[src/rtl/dac_fe_pkg.sv]
package dac_fe_pkg;
  localparam int unsigned DEF_CODE_W = 12;
  localparam int unsigned DEF_LO_W   = 4;

  typedef struct packed {
    logic cs_n;
    logic wr1_n;
    logic byte_sel;
    logic wr2_n;
    logic xfer_n;
  } dac_fe_ctl_t;

  localparam int unsigned CTL_W = $bits(dac_fe_ctl_t);
endpackage

[src/rtl/dac_fe_pin_cond.sv]
module dac_fe_pin_cond #(
  parameter int unsigned W = 1
) (
  input  logic [W-1:0] raw,
  output logic [W-1:0] clean
);
  for (genvar b = 0; b < W; b++) begin : g_bit
    always_comb begin
      if (raw[b] === 1'b0) clean[b] = 1'b0;
      else                 clean[b] = 1'b1;
    end
  end
endmodule

[src/rtl/dac_fe_in_latch.sv]
module dac_fe_in_latch #(
  parameter int unsigned CODE_W     = 12,
  parameter int unsigned LO_W       = 4,
  parameter bit          NARROW_BUS = 1'b1,
  parameter int unsigned BUS_W      = 8
) (
  input  logic              clk,
  input  logic              rst_n,
  input  logic              load_en,
  input  logic              byte_sel,
  input  logic [BUS_W-1:0]  din,
  output logic [CODE_W-1:0] word_q,
  output logic [CODE_W-1:0] word_nxt
);
  localparam int unsigned HI_W = CODE_W - LO_W;

  logic [HI_W-1:0] hi_src, hi_q, hi_nxt;
  logic [LO_W-1:0] lo_src, lo_q, lo_nxt;

  if (NARROW_BUS) begin : g_narrow
    assign hi_src = din[HI_W-1:0];
    assign lo_src = din[BUS_W-1 -: LO_W];
  end else begin : g_wide
    assign hi_src = din[CODE_W-1:LO_W];
    assign lo_src = din[LO_W-1:0];
  end

  always_comb begin
    hi_nxt = hi_q;
    lo_nxt = lo_q;
    if (load_en) begin
      lo_nxt = lo_src;
      if (byte_sel) hi_nxt = hi_src;
    end
  end

  always_ff @(posedge clk or negedge rst_n) begin
    if (!rst_n) begin
      hi_q <= '0;
      lo_q <= '0;
    end else begin
      hi_q <= hi_nxt;
      lo_q <= lo_nxt;
    end
  end

  assign word_q   = {hi_q, lo_q};
  assign word_nxt = {hi_nxt, lo_nxt};


  latch_hold_chk: assert property (@(posedge clk) disable iff (!rst_n)
    !load_en |=> $stable(word_q));


  upper_keep_chk: assert property (@(posedge clk) disable iff (!rst_n)
    (load_en && !byte_sel) |=> $stable(hi_q));


  lower_take_chk: assert property (@(posedge clk) disable iff (!rst_n)
    load_en |=> (lo_q == $past(lo_src)));
endmodule

[src/rtl/dac_fe_xfer_reg.sv]
module dac_fe_xfer_reg #(
  parameter int unsigned CODE_W = 12
) (
  input  logic              clk,
  input  logic              rst_n,
  input  logic              xfer_en,
  input  logic [CODE_W-1:0] src_word,
  output logic [CODE_W-1:0] code_q
);
  logic [CODE_W-1:0] code_nxt;

  always_comb begin
    code_nxt = code_q;
    if (xfer_en) code_nxt = src_word;
  end

  always_ff @(posedge clk or negedge rst_n) begin
    if (!rst_n) code_q <= '0;
    else        code_q <= code_nxt;
  end


  code_hold_chk: assert property (@(posedge clk) disable iff (!rst_n)
    !xfer_en |=> $stable(code_q));
endmodule

[src/rtl/dac_fe_top.sv]
module dac_fe_top
  import dac_fe_pkg::*;
#(
  parameter int unsigned CODE_W     = DEF_CODE_W,
  parameter int unsigned LO_W       = DEF_LO_W,
  parameter bit          NARROW_BUS = 1'b1
) (
  input  logic                                            clk,
  input  logic                                            rst_n,
  input  logic                                            cs_n,
  input  logic                                            wr1_n,
  input  logic                                            byte_sel,
  input  logic                                            wr2_n,
  input  logic                                            xfer_n,
  input  logic [(NARROW_BUS ? CODE_W-LO_W : CODE_W)-1:0]  din,
  output logic [CODE_W-1:0]                               dac_code,
  output logic [CODE_W-1:0]                               latch_word
);
  localparam int unsigned BUS_W = NARROW_BUS ? CODE_W - LO_W : CODE_W;

  dac_fe_ctl_t       ctl_raw, ctl;
  logic [BUS_W-1:0]  din_c;
  logic [CODE_W-1:0] latch_nxt;
  logic              load_en, xfer_en;

  assign ctl_raw = '{cs_n: cs_n, wr1_n: wr1_n, byte_sel: byte_sel,
                     wr2_n: wr2_n, xfer_n: xfer_n};

  dac_fe_pin_cond #(.W(CTL_W)) i_ctl_cond (.raw(ctl_raw), .clean(ctl));
  dac_fe_pin_cond #(.W(BUS_W)) i_din_cond (.raw(din),     .clean(din_c));

  assign load_en = !ctl.cs_n  && !ctl.wr1_n;
  assign xfer_en = !ctl.wr2_n && !ctl.xfer_n;

  dac_fe_in_latch #(
    .CODE_W(CODE_W), .LO_W(LO_W), .NARROW_BUS(NARROW_BUS), .BUS_W(BUS_W)
  ) i_latch (
    .clk(clk), .rst_n(rst_n), .load_en(load_en), .byte_sel(ctl.byte_sel),
    .din(din_c), .word_q(latch_word), .word_nxt(latch_nxt)
  );

  dac_fe_xfer_reg #(.CODE_W(CODE_W)) i_xfer (
    .clk(clk), .rst_n(rst_n), .xfer_en(xfer_en),
    .src_word(latch_nxt), .code_q(dac_code)
  );


  flow_through_chk: assert property (@(posedge clk) disable iff (!rst_n)
    (load_en && xfer_en) |=> (dac_code == latch_word));


  xfer_copy_chk: assert property (@(posedge clk) disable iff (!rst_n)
    (xfer_en && !load_en) |=> (dac_code == $past(latch_word)));
endmodule

[config.mk]
export PLATFORM = sky130hd
export DESIGN_NAME = dac_fe_top
export DESIGN_NICKNAME = d
export VERILOG_FILES = /design/src/rtl/dac_fe_pkg.sv /design/src/rtl/dac_fe_pin_cond.sv /design/src/rtl/dac_fe_in_latch.sv /design/src/rtl/dac_fe_xfer_reg.sv /design/src/rtl/dac_fe_top.sv
export SDC_FILE = /design/constraint.sdc
export NUM_CORES = 1
export LEC_CHECK = 0
export BUFFER_PORTS_ARGS = -buffer_cell sky130_fd_sc_hd__buf_2
export CAP_MARGIN = 20
export CORE_UTILIZATION = 47
export CTS_CLUSTER_SIZE = 10
export DETAILED_ROUTE_END_ITERATION = 10
export PLACE_DENSITY = 0.77
export SLEW_MARGIN = 20
export SYNTH_ARGS = -nofsm -noshare
export SYNTH_HDL_FRONTEND = slang
export SYNTH_HIERARCHICAL = 1
export SYNTH_SLANG_ARGS = --single-unit
[constraint.sdc]
create_clock -name clk -period 1.18 [get_ports clk]
set_input_delay 0.118 -clock clk [delete_from_list [all_inputs] [get_ports clk]]
set_output_delay 0.118 -clock clk [all_outputs]
set_load 0.1 [all_outputs]
[Word level (Yosys, flattened, before mapping)]
Cells that the tools add are included.
Widths: inputs -> output; s select.
Operators by class
  equal/unequal tests: 13
  mux-type cells: 11
  reductions and logical operators: 2
Operators with widths (number)
  $mux 8: 2
  $eqx 1x1->1 const B: 13
  $mux 1: 8
  $mux 4: 1
  $logic_and 1x1->1: 2
Word-level totals
  register bits after elaboration: 24
  input bits: 15
  output and inout port bits: 24
  logic and storage cells: 29

[Depth between registers and ports, before layout]
Gate-level depths: netlist of the first run.
  depth after elaboration: 4
  depth in mapped cells: 5
  depth with buffers taken out: 4

[Hierarchy]
Netlist of the first run, hierarchy kept.
Modules (own cells, without submodules)
  dac_fe_xfer_reg: instances 1, cells an instance 25, area an instance 484.2 um2, seq. area each 300.3 um2
  dac_fe_in_latch: instances 1, cells an instance 25, area an instance 446.7 um2, seq. area each 300.3 um2
  dac_fe_pin_cond (i_din_cond): instances 1, cells an instance 8, area an instance 60.1 um2, seq. area each 0.0 um2
  dac_fe_pin_cond (i_ctl_cond): instances 1, cells an instance 5, area an instance 37.5 um2, seq. area each 0.0 um2
  dac_fe_top: instances 1, cells an instance 2, area an instance 7.5 um2, seq. area each 0.0 um2

[Least setup slack after synthesis of the first run]
No wires, ideal clock.
  path kind: reg-to-reg
  start point: register i_latch.hi_q[6]
  end point: register i_xfer.code_q[10]
  library setup time: 0.126 ns
  data arrival time: 1.398 ns
  data required time: 1.054 ns
  setup slack: -0.344 ns
  cell stages (with the launch flop): 3
  buffers on the path: 0
  period minus slack after synthesis: 1.524 ns
  cell sequence: dfrtp_1 mux2_2 mux2_4
Between the ends
  longest elaborated chain between the ends: 2
RTL lines
  start, declared: RTL line dac_fe_in_latch.sv:17  | logic [HI_W-1:0] hi_src, hi_q, hi_nxt;
  start signal, assigned: RTL line dac_fe_in_latch.sv:42  | hi_q <= hi_nxt;
  $mux 8: RTL line dac_fe_in_latch.sv:33  | if (byte_sel) hi_nxt = hi_src;
  $mux 8 (*): RTL line dac_fe_in_latch.sv:31  | if (load_en) begin
  via latch_nxt[10]: RTL line dac_fe_top.sv:23  | logic [CODE_W-1:0] latch_nxt;
  end signal, assigned: RTL line dac_fe_xfer_reg.sv:19  | else code_q <= code_nxt;
  end, declared: RTL line dac_fe_xfer_reg.sv:8  | output logic [CODE_W-1:0] code_q
Mark *: on every way through the listed nets, which the timed path passes. The rest lies on a longest branch.
A chain may end at the register's enable or synchronous reset.

[Final worst setup path of the first run]
  start point: register i_latch.lo_q[3]
  end point: register i_xfer.code_q[3]
Between the ends
  longest elaborated chain between the ends: 1
RTL lines
  start, declared: RTL line dac_fe_in_latch.sv:18  | logic [LO_W-1:0] lo_src, lo_q, lo_nxt;
  start signal, assigned: RTL line dac_fe_in_latch.sv:43  | lo_q <= lo_nxt;
  $mux 4: RTL line dac_fe_in_latch.sv:31
  via latch_nxt[3]: RTL line dac_fe_top.sv:23
The timed path passes the listed nets, and every way through them passes these cells.

==> flow_summary.yaml, run 1 <==
timing:
  hold_violations: 0
  clock_skew_ns: 0.00510
  layout_min_cycle_time_ns: 1.16
  worst_slew_margin_rel_pct: 66.4
  final.hold.worst_slack_ns: 0.0346
  worst_slack_ns: 0.0208
  max_clock_freq_mhz: 863
  timing.final.setup_violations: 0
  worstMarginPinSlew_ns: 0.504
  timing.final.max_slew_violations: 0
  grt_setup_unrepaired: "true"
  period_utilization_pct: 98.2
finish:
  most_common_cell_after_layout_fill_and_taps_aside: "sky130_fd_sc_hd__buf_12"
  insertedDiodeCount: 0
  layout_common_cells: "25 x sky130_fd_sc_hd__buf_12, 21 x sky130_fd_sc_hd__mux2_4, 14 x sky130_fd_sc_hd__buf_2"
  post_layout_nonfiller_instances: 124
  fin_util_pct: 84.2
  flow.area_growth_from_synthesis_pct: 64.4
  nFillCells: 92
  layout-drive-gt1-share_pct: 85.6
  nNetsFinal: 113
  multi_input_comb_area_um2: 375
  seq_area_um2: 646
floorplanning:
  floorplan.core_area_um2: 2020
  floorplan.die_area_um2: 2400
  die-height_um: 49.0
  floorplan.initialDensity_pct: 51.2
  placement_rows: 16
  die_x_um: 49.0
  ioPinCount: 39
pwr:
  p_comb_share_pct: 58.0
  power.clock.fraction_pct: 13.3
  netSwitchingFraction_pct: 46.3
  cellLeakagePower_nw: 0.798
  internal_power_mw: 2.37
  power.ir.vdd_worst_uv: 1750
  pwr_density_cell_nw_per_um2: 2590
  report.power.total_mw: 4.41
  seqPwrFrac_pct: 28.7
  power_switching_mw: 2.04
logic_synthesis:
  post-synth-top-area-fraction_pct: 58.0
  yosysWarningCount: 6
  unique_cell_type_count_in_the_yosys_netlist: 7
  post_synth_instance_area_um2: 1040
  synthesis.nets: 80
  synth_cells: 65
  ys_top_cells_by_area: "sky130_fd_sc_hd__dfrtp_1 58%, sky130_fd_sc_hd__mux2_2 15%, sky130_fd_sc_hd__mux2_4 14%"
  synthDominantAreaCellType: "sky130_fd_sc_hd__dfrtp_1"
  syn-mean-instance-area_um2: 15.9
  synth.ff_latch_count: 24
  seq_area_frac_synth_pct: 58.0
setup_path:
  path_depth: 2
  crit_path_start_kind: "flip-flop"
  timing.critical_path.slowest_cell_delay_ns: 0.52
  worst_path_max_delay_cell: "sky130_fd_sc_hd__dfrtp_4"
  reg_to_reg_slack_setup_ns: 0.02
  timing.setup.critical_path_class: "reg2reg"
  crit_path_max_fanout: 2
  timing.reg2reg.worst_path_depth: 2
  worstSetupEndpointType: "flip-flop"
  r2r_start: "i_latch/lo_q[3]"
  required_worst_endpoint_ns: 1.40
  series_of_cell_instances_along_the_critical_path: "mux2_4 > mux2_4"
  worst_path_most_repeated_cell: "sky130_fd_sc_hd__mux2_4"
  buffers_inverters_on_critical_path: 0
  crit_start: "i_latch/lo_q[3]"
  cp_top_family: "multiplexers"
  crit_arrival_ns: 1.38
clock_tree:
  worstSkewPairLatency_ns: 0.32
  cts-htree-levels: 1
  tritoncts.num_buffers: 3
  cts_tree: "yes"
  cts_num_sinks: 24
  clock-root-buffer: "sky130_fd_sc_hd__clkbuf_4"
  clockBufferDepth: 2
  path_clk_slew_ns: 0.13
drt:
  vias: 599
  ant_nets: 0
  drt_iter0_markers: 2
  routed_wl_mm: 2.04
  drt_first_pass_iters: 2
  average_vias_per_placed_instance: 4.83
  detail_route.drc_violations: 0
  wl_per_cell_um: 16.4
grt:
  global_route.usage.total_pct: 19.6
  antenna_violations_before_repair: 0
  first_global_vias: 639
  grt_start_max_net_pins: 25
  first_pass_grt_wire_length_mm: 3.33
  overall_overflow_remaining_after_global_route: 0
place:
  place_worst_setup_slack_ns: -0.0647
  place.detailed.instances: 119
  placement.io_buffers: 38
  gp_congestion: 0.799
  dp_hpwl_mm: 1.46
run_status:
  result_of_the_run: "finished clean"
worst_hold_path:
  hold-path-cell-count: 2
  worstHoldStart: "din[1]"
  min_path_type: "in2reg"
job:
  max_cap_viols: 0
-- cells by family after synthesis --
| logic type | synth area share [%] |
|---|---|
| muxes | 29.7 |
| DFF | 58.0 |
| buffers and inverters | 10.5 |
| and+or+nand+nor | 1.81 |
-- path summary, 6_finish.rpt --
kind / endpoint
worst max register to register: i_xfer/code_q[3]
worst max-delay path: i_xfer/code_q[3]
worst min register to register: i_xfer/code_q[10]
max in group asynchronous: i_latch/hi_q[4]
worst min-delay path: i_latch/hi_q[1]
min in group asynchronous: i_latch/hi_q[2]
-- power by group through the flow --
stage                     Combinational (mW)  Sequential (mW)  Clock (mW)
after detailed placement                2.56             1.28           0
after global routing                    2.60             1.29       0.641
after CTS                               2.57             1.27       0.604
final                                   2.56             1.27       0.588
after global placement                  2.53             1.27           0
after floorplan                        0.341             2.53           0
-- synthesized netlist by cell type --
cell	instances
sky130_fd_sc_hd__mux2_2	14
sky130_fd_sc_hd__buf_6	1
sky130_fd_sc_hd__nand2_4	1
sky130_fd_sc_hd__mux2_4	10
sky130_fd_sc_hd__buf_4	13
sky130_fd_sc_hd__dfrtp_1	24
sky130_fd_sc_hd__nor2_1	2
-- area by class of cell --
type	instances	share of cell area (%)
Sequential cell	24	37.9
Timing Repair Buffer	42	35.0
Multi-Input combinational cell	27	22.0
Tap cell	27	1.98
Clock inverter	1	1.76
Clock buffer	3	1.32
-- layer usage --
metal | share of wire [%] | wire, um | GRT usage (%) | vias up
li1 | - | - | - | 271
met4 | 2.5 | 50 | 7.84 | 0
met3 | 5.9 | 120 | 8.41 | 4
met2 | 51 | 1040 | 31.5 | 24
met5 | 0 | 0 | 0 | -
met1 | 41 | 828 | 23.1 | 300
-- flip-flops by register name, indices dropped and copies added, names as in the netlist --
| name | flops |
|---|---|
| i_latch/hi_q | 8 |
| i_latch/lo_q | 4 |
| i_xfer/code_q | 12 |
-- repair_timing --
item | in CTS | in global routing
endpoints found under the hold margin | 24 | 0
resized for setup | 0 | 1
buffers inserted | 0 | 0
hold buffers | 1 | 0
endpoints found under the setup margin | 0 | 1
-- metrics by stage --
| stage | cell area [um^2] | setup TNS [ns] |
|---|---|---|
| 6_report | 1700 | 0 |
| 4_1_cts | 1700 | 0 |
| 3_3_place_gp | 1640 | -0.268 |
| 3_5_place_dp | 1640 | -0.669 |
| 2_1_floorplan | 1130 | -1.19 |
| 5_1_grt | 1700 | -0.00191 |
Power figures use the tool's default switching activity.
==> inputs of run 2 (changes only) <==
--- a/config.mk
+++ b/config.mk
@@ -5,12 +5,13 @@
 export SDC_FILE = /design/constraint.sdc
 export NUM_CORES = 1
 export LEC_CHECK = 0
+export ABC_AREA = 1
 export BUFFER_PORTS_ARGS = -buffer_cell sky130_fd_sc_hd__buf_2
 export CAP_MARGIN = 20
-export CORE_UTILIZATION = 47
+export CORE_UTILIZATION = 48
 export CTS_CLUSTER_SIZE = 10
 export DETAILED_ROUTE_END_ITERATION = 10
-export PLACE_DENSITY = 0.77
+export PLACE_DENSITY = 0.78
 export SLEW_MARGIN = 20
 export SYNTH_ARGS = -nofsm -noshare
 export SYNTH_HDL_FRONTEND = slang
==> flow_summary.yaml, run 2 <==
run_status:
  result_of_the_run: "finished clean"
setup_path:
  reg_to_reg_slack_setup_ns: 0.30
  worstSetupEndpointType: "output pin"
  worst_path_max_delay_cell: "sky130_fd_sc_hd__dfrtp_2"
  crit_path_max_fanout: 2
  timing.critical_path.slowest_cell_delay_ns: 0.46
  timing.setup.critical_path_class: "reg2out"
  crit_arrival_ns: 0.95
  buffers_inverters_on_critical_path: 1
  crit_path_start_kind: "flip-flop"
  cp_top_family: "flip-flops"
  required_worst_endpoint_ns: 1.06
  series_of_cell_instances_along_the_critical_path: "buf_12"
grt:
  antenna_violations_before_repair: 0
  grt_start_max_net_pins: 25
  overall_overflow_remaining_after_global_route: 0
  first_global_vias: 847
  global_route.usage.total_pct: 20.6
  first_pass_grt_wire_length_mm: 3.67
timing:
  max_clock_freq_mhz: 940
  worst_slew_margin_rel_pct: 66.0
  layout_min_cycle_time_ns: 1.06
  period_utilization_pct: 90.1
  timing.final.max_slew_violations: 0
  worstMarginPinSlew_ns: 0.510
  grt_setup_unrepaired: "false"
  worst_slack_ns: 0.117
  timing.final.setup_violations: 0
  clock_skew_ns: 0.0108
  totalNegativeSetupSlack_ns: 0
  hold_violations: 0
pwr:
  power.ir.vdd_worst_uv: 1380
  pwr_density_cell_nw_per_um2: 2080
  cellLeakagePower_nw: 0.797
  report.power.total_mw: 3.27
logic_synthesis:
  number_of_flops_mapped_to_enable_cells_by_yosys: 0
  synthesis.nets: 133
  synthDominantAreaCellType: "sky130_fd_sc_hd__dfrtp_1"
  ys_async_sr_fraction_pct: 100
  syn-mean-instance-area_um2: 9.15
  post_synth_instance_area_um2: 1080
  yosysWarningCount: 6
  post-synth-top-area-fraction_pct: 55.6
  yosys.cell_count.top_type: "sky130_fd_sc_hd__nand2_1"
  synth.ff_latch_count: 24
  seq_area_frac_synth_pct: 55.6
  unique_cell_type_count_in_the_yosys_netlist: 13
  ys_top_cells_by_area: "sky130_fd_sc_hd__dfrtp_1 56%, sky130_fd_sc_hd__nand2_1 19%, sky130_fd_sc_hd__buf_4 9.7%"
  synth_cells: 118
  post_synth_most_frequent_cells: "56 x sky130_fd_sc_hd__nand2_1, 24 x sky130_fd_sc_hd__dfrtp_1, 14 x sky130_fd_sc_hd__buf_4"
  ys.flop_type: "sky130_fd_sc_hd__dfrtp_1"
floorplanning:
  floorplan.die_area_um2: 2440
  placement_rows: 16
  floorplan.core_area_um2: 2040
  ioPinCount: 39
  die_x_um: 49.4
  floorplan.initialDensity_pct: 52.9
  die-height_um: 49.4
clock_tree:
  path_clk_slew_ns: 0.13
  postCtsSetupBuffers: 0
  tritoncts.num_buffers: 3
  clockBufferDepth: 2
  cts-htree-levels: 1
  clock-root-buffer: "sky130_fd_sc_hd__clkbuf_4"
  worstSkewPairLatency_ns: 0.31
  cts_num_sinks: 24
  cts_tree: "yes"
place:
  gp_congestion: 0.735
  dp_hpwl_mm: 1.74
  placed_cell_area_um2: 1530
  placement.io_buffers: 38
  place_worst_setup_slack_ns: 0.176
drt:
  drt_iter0_markers: 24
  detail_route.drc_violations: 0
  routed_wl_mm: 2.19
  vias: 823
  drt_first_pass_iters: 4
  ant_nets: 0
  average_vias_per_placed_instance: 4.78
  wl_per_cell_um: 12.7
finish:
  largest_register_ff_count: 12
  flow.area_growth_from_synthesis_pct: 45.3
  nNetsFinal: 161
  fin_util_pct: 76.8
  finish.instance_area_um2: 1570
  register_bank_with_the_most_flops: "i_xfer/code_q"
  insertedDiodeCount: 0
  most_common_cell_after_layout_fill_and_taps_aside: "sky130_fd_sc_hd__nand2_1"
  layout-drive-gt1-share_pct: 40.7
  layout_common_cells: "56 x sky130_fd_sc_hd__nand2_1, 24 x sky130_fd_sc_hd__buf_12, 14 x sky130_fd_sc_hd__buf_2"
  layout_top_registers: "i_xfer/code_q: 12 flops, i_latch/hi_q: 8 flops, i_latch/lo_q: 4 flops"
job:
  max_cap_viols: 0
worst_hold_path:
  min_path_type: "in2reg"
-- run 2: layout make-up --
type	instances	area, um^2
Fill cell	143	473
Multi-Input combinational cell	71	299
Timing Repair Buffer	41	576
Inverter	5	18.8
Tap cell	27	33.8
Sequential cell	24	616
Clock buffer	4	26.3
-- run 2: worst paths after layout --
kind | start | endpoint | cells past startpoint
setup reg to reg | i_latch/lo_q[2] | i_xfer/code_q[2] | 4
max in group asynchronous | rst_n | i_latch/hi_q[4] | 2
hold / removal | din[5] | i_latch/hi_q[5] | 3
hold reg to reg | i_xfer/code_q[8] | i_xfer/code_q[8] | 2
setup / recovery | i_latch/hi_q[3] | latch_word[7] | 1
min in group asynchronous | rst_n | i_xfer/code_q[4] | 2
-- run 2: through the flow --
step	std cells	hold WS, ns
floorplan	118	-0.178
global placement	167	0.107
detailed placement	167	0.114
CTS	172	0.0443
global route	172	0.0368
finish	172	0.0493
-- run 2: power breakdown --
part           switching [mW]  internal, mW
sequential              0.155         0.966
clock                   0.229         0.132
combinational            1.20         0.589
total                    1.58          1.69
-- run 2: cell families (layout without fill, tap and decap cells) --
| family | count (synthesis) | count (layout) | synth area share, % |
|---|---|---|---|
| flip-flops | 24 | 24 | 55.6 |
| AO/OA/AOI/OAI | 4 | 4 | 1.85 |
| AND/OR/NAND/NOR | 67 | 67 | 25.8 |
| buffers and inverters | 23 | 50 | 16.7 |
-- run 2: what timing repair did --
item,CTS,global route
hold endpoints to repair,24,0
setup endpoints to repair,0,0
resized for setup,0,0
hold buffers,1,0
-- run 2: worst register-to-register path: cells and delay by family, from the launching register on --
kind	cells	cell delay, ns
AO/OA/AOI/OAI	1	0.22
buffers and inverters	1	0.05
flip-flops	1	0.42
AND/OR/NAND/NOR	2	0.15
-- run 2: layer usage --
metal,vias to the layer above,routed length (um),track usage (%)
li1,398,-,-
met1,387,847,23.0
met2,34,1140,36.3
met3,4,150,4.36
met4,0,44,11.4
met5,-,0,0
==> inputs of run 3 (changes only) <==
--- a/config.mk
+++ b/config.mk
@@ -7,11 +7,11 @@
 export LEC_CHECK = 0
 export ABC_AREA = 1
 export BUFFER_PORTS_ARGS = -buffer_cell sky130_fd_sc_hd__buf_2
-export CAP_MARGIN = 20
 export CORE_UTILIZATION = 48
 export CTS_CLUSTER_SIZE = 10
 export DETAILED_ROUTE_END_ITERATION = 10
 export PLACE_DENSITY = 0.78
+export RECOVER_POWER = 50
 export SLEW_MARGIN = 20
 export SYNTH_ARGS = -nofsm -noshare
 export SYNTH_HDL_FRONTEND = slang
==> flow_summary.yaml, run 3 (synthesis results as in run 2) <==
floorplanning:
  die-height_um: 49.4
  ioPinCount: 39
  die_x_um: 49.4
  floorplan.die_area_um2: 2440
  floorplan.core_area_um2: 2040
  placement_rows: 16
  floorplan.initialDensity_pct: 52.9
grt:
  grt_start_max_net_pins: 25
  global_route.usage.total_pct: 20.6
  first_global_vias: 847
  antenna_violations_before_repair: 0
  overall_overflow_remaining_after_global_route: 0
  first_pass_grt_wire_length_mm: 3.67
finish:
  insertedDiodeCount: 0
  largest_register_ff_count: 12
  nFillCells: 143
  layout_common_cells: "56 x sky130_fd_sc_hd__nand2_1, 24 x sky130_fd_sc_hd__buf_12, 13 x sky130_fd_sc_hd__buf_2"
  finish.instance_area_um2: 1570
  flow.area_growth_from_synthesis_pct: 45.3
  nNetsFinal: 161
  fin_util_pct: 76.8
  layout_top_registers: "i_xfer/code_q: 12 flops, i_latch/hi_q: 8 flops, i_latch/lo_q: 4 flops"
  most_common_cell_after_layout_fill_and_taps_aside: "sky130_fd_sc_hd__nand2_1"
  register_bank_with_the_most_flops: "i_xfer/code_q"
  layout-drive-gt1-share_pct: 40.7
  multi_input_comb_area_um2: 299
  seq_area_um2: 616
clock_tree:
  hold_buffers: 1
  cts_num_sinks: 24
  postCtsSetupBuffers: 0
  worstSkewPairLatency_ns: 0.31
  path_clk_slew_ns: 0.13
  tritoncts.num_buffers: 3
  cts-htree-levels: 1
  cts_tree: "yes"
  clock-root-buffer: "sky130_fd_sc_hd__clkbuf_4"
  cts_repair_resize_count: 0
  clockBufferDepth: 2
setup_path:
  crit_path_max_fanout: 2
  timing.critical_path.slowest_cell_delay_ns: 0.46
  cp_top_family: "flip-flops"
  timing.setup.critical_path_class: "reg2out"
  worst_path_max_delay_cell: "sky130_fd_sc_hd__dfrtp_2"
  required_worst_endpoint_ns: 1.06
  worstSetupEndpointType: "output pin"
  buffers_inverters_on_critical_path: 1
  series_of_cell_instances_along_the_critical_path: "buf_12"
  crit_arrival_ns: 0.95
  crit_path_start_kind: "flip-flop"
drt:
  routed_wl_mm: 2.19
  drt_iter0_markers: 24
  wl_per_cell_um: 12.7
  vias: 823
  ant_nets: 0
  drt_first_pass_iters: 4
  detail_route.drc_violations: 0
  average_vias_per_placed_instance: 4.78
place:
  placement.io_buffers: 38
  gp_congestion: 0.735
  placed_cell_area_um2: 1530
  dp_hpwl_mm: 1.74
  place_worst_setup_slack_ns: 0.176
timing:
  period_utilization_pct: 90.1
  final.hold.worst_slack_ns: 0.0493
  worstMarginPinSlew_ns: 0.568
  worst_slew_margin_rel_pct: 62.2
  grt_setup_unrepaired: "false"
  totalNegativeSetupSlack_ns: 0
  timing.final.setup_violations: 0
  timing.final.max_slew_violations: 0
  hold_violations: 0
  max_clock_freq_mhz: 940
  worst_slack_ns: 0.117
  clock_skew_ns: 0.0108
  layout_min_cycle_time_ns: 1.06
pwr:
  cellLeakagePower_nw: 0.797
  pwr_density_cell_nw_per_um2: 2080
  power.ir.vdd_worst_uv: 1380
worst_hold_path:
  min_path_type: "in2reg"
run_status:
  result_of_the_run: "finished clean"
job:
  max_cap_viols: 0
==> run 3: worst paths after layout <==
kind	startpoint	to	slack (ns)	cells past startpoint
worst max-delay path	i_latch/hi_q[3]	latch_word[7]	0.12	1
worst min-delay path	din[5]	i_latch/hi_q[5]	0.05	3
worst max register to register	i_latch/lo_q[2]	i_xfer/code_q[2]	0.30	4
worst min register to register	i_xfer/code_q[8]	i_xfer/code_q[8]	0.55	2
max in group asynchronous	rst_n	i_latch/hi_q[4]	0.45	2
min in group asynchronous	rst_n	i_xfer/code_q[4]	0.32	2
==> run 3: metrics by stage <==
step,instances,power [mW]
2_1_floorplan,118,2.23
3_5_place_dp,167,2.93
4_1_cts,172,3.29
5_1_grt,172,3.38
6_report,172,3.27
3_3_place_gp,167,2.90
==> run 3: per-layer routing <==
layer	global-route usage, %	vias up	part of all wire [%]
met5	0	-	0
met4	11.4	0	2.0
met3	4.36	4	6.9
met2	36.3	34	52
met1	23.0	387	39
li1	-	398	-
==> run 3: report_power, final <==
part | total, mW | switching [mW] | internal (mW)
sequential | 1.12 | 0.155 | 0.966
combinational | 1.78 | 1.20 | 0.589
clock | 0.361 | 0.229 | 0.132
==> run 3: final cells by class <==
cell class,instances,area share (%)
Timing Repair Buffer,41,36.7
Tap cell,27,2.15
Sequential cell,24,39.2
Clock buffer,4,1.67
Inverter,5,1.20
Multi-Input combinational cell,71,19.1
==> run 3: worst reg2reg max path, cell delays in order (launching register included) <==
cell	delay, ns
sky130_fd_sc_hd__dfrtp_2	0.42
sky130_fd_sc_hd__inv_1	0.05
sky130_fd_sc_hd__o21ai_0	0.22
sky130_fd_sc_hd__nand2_1	0.08
sky130_fd_sc_hd__nand2_1	0.07
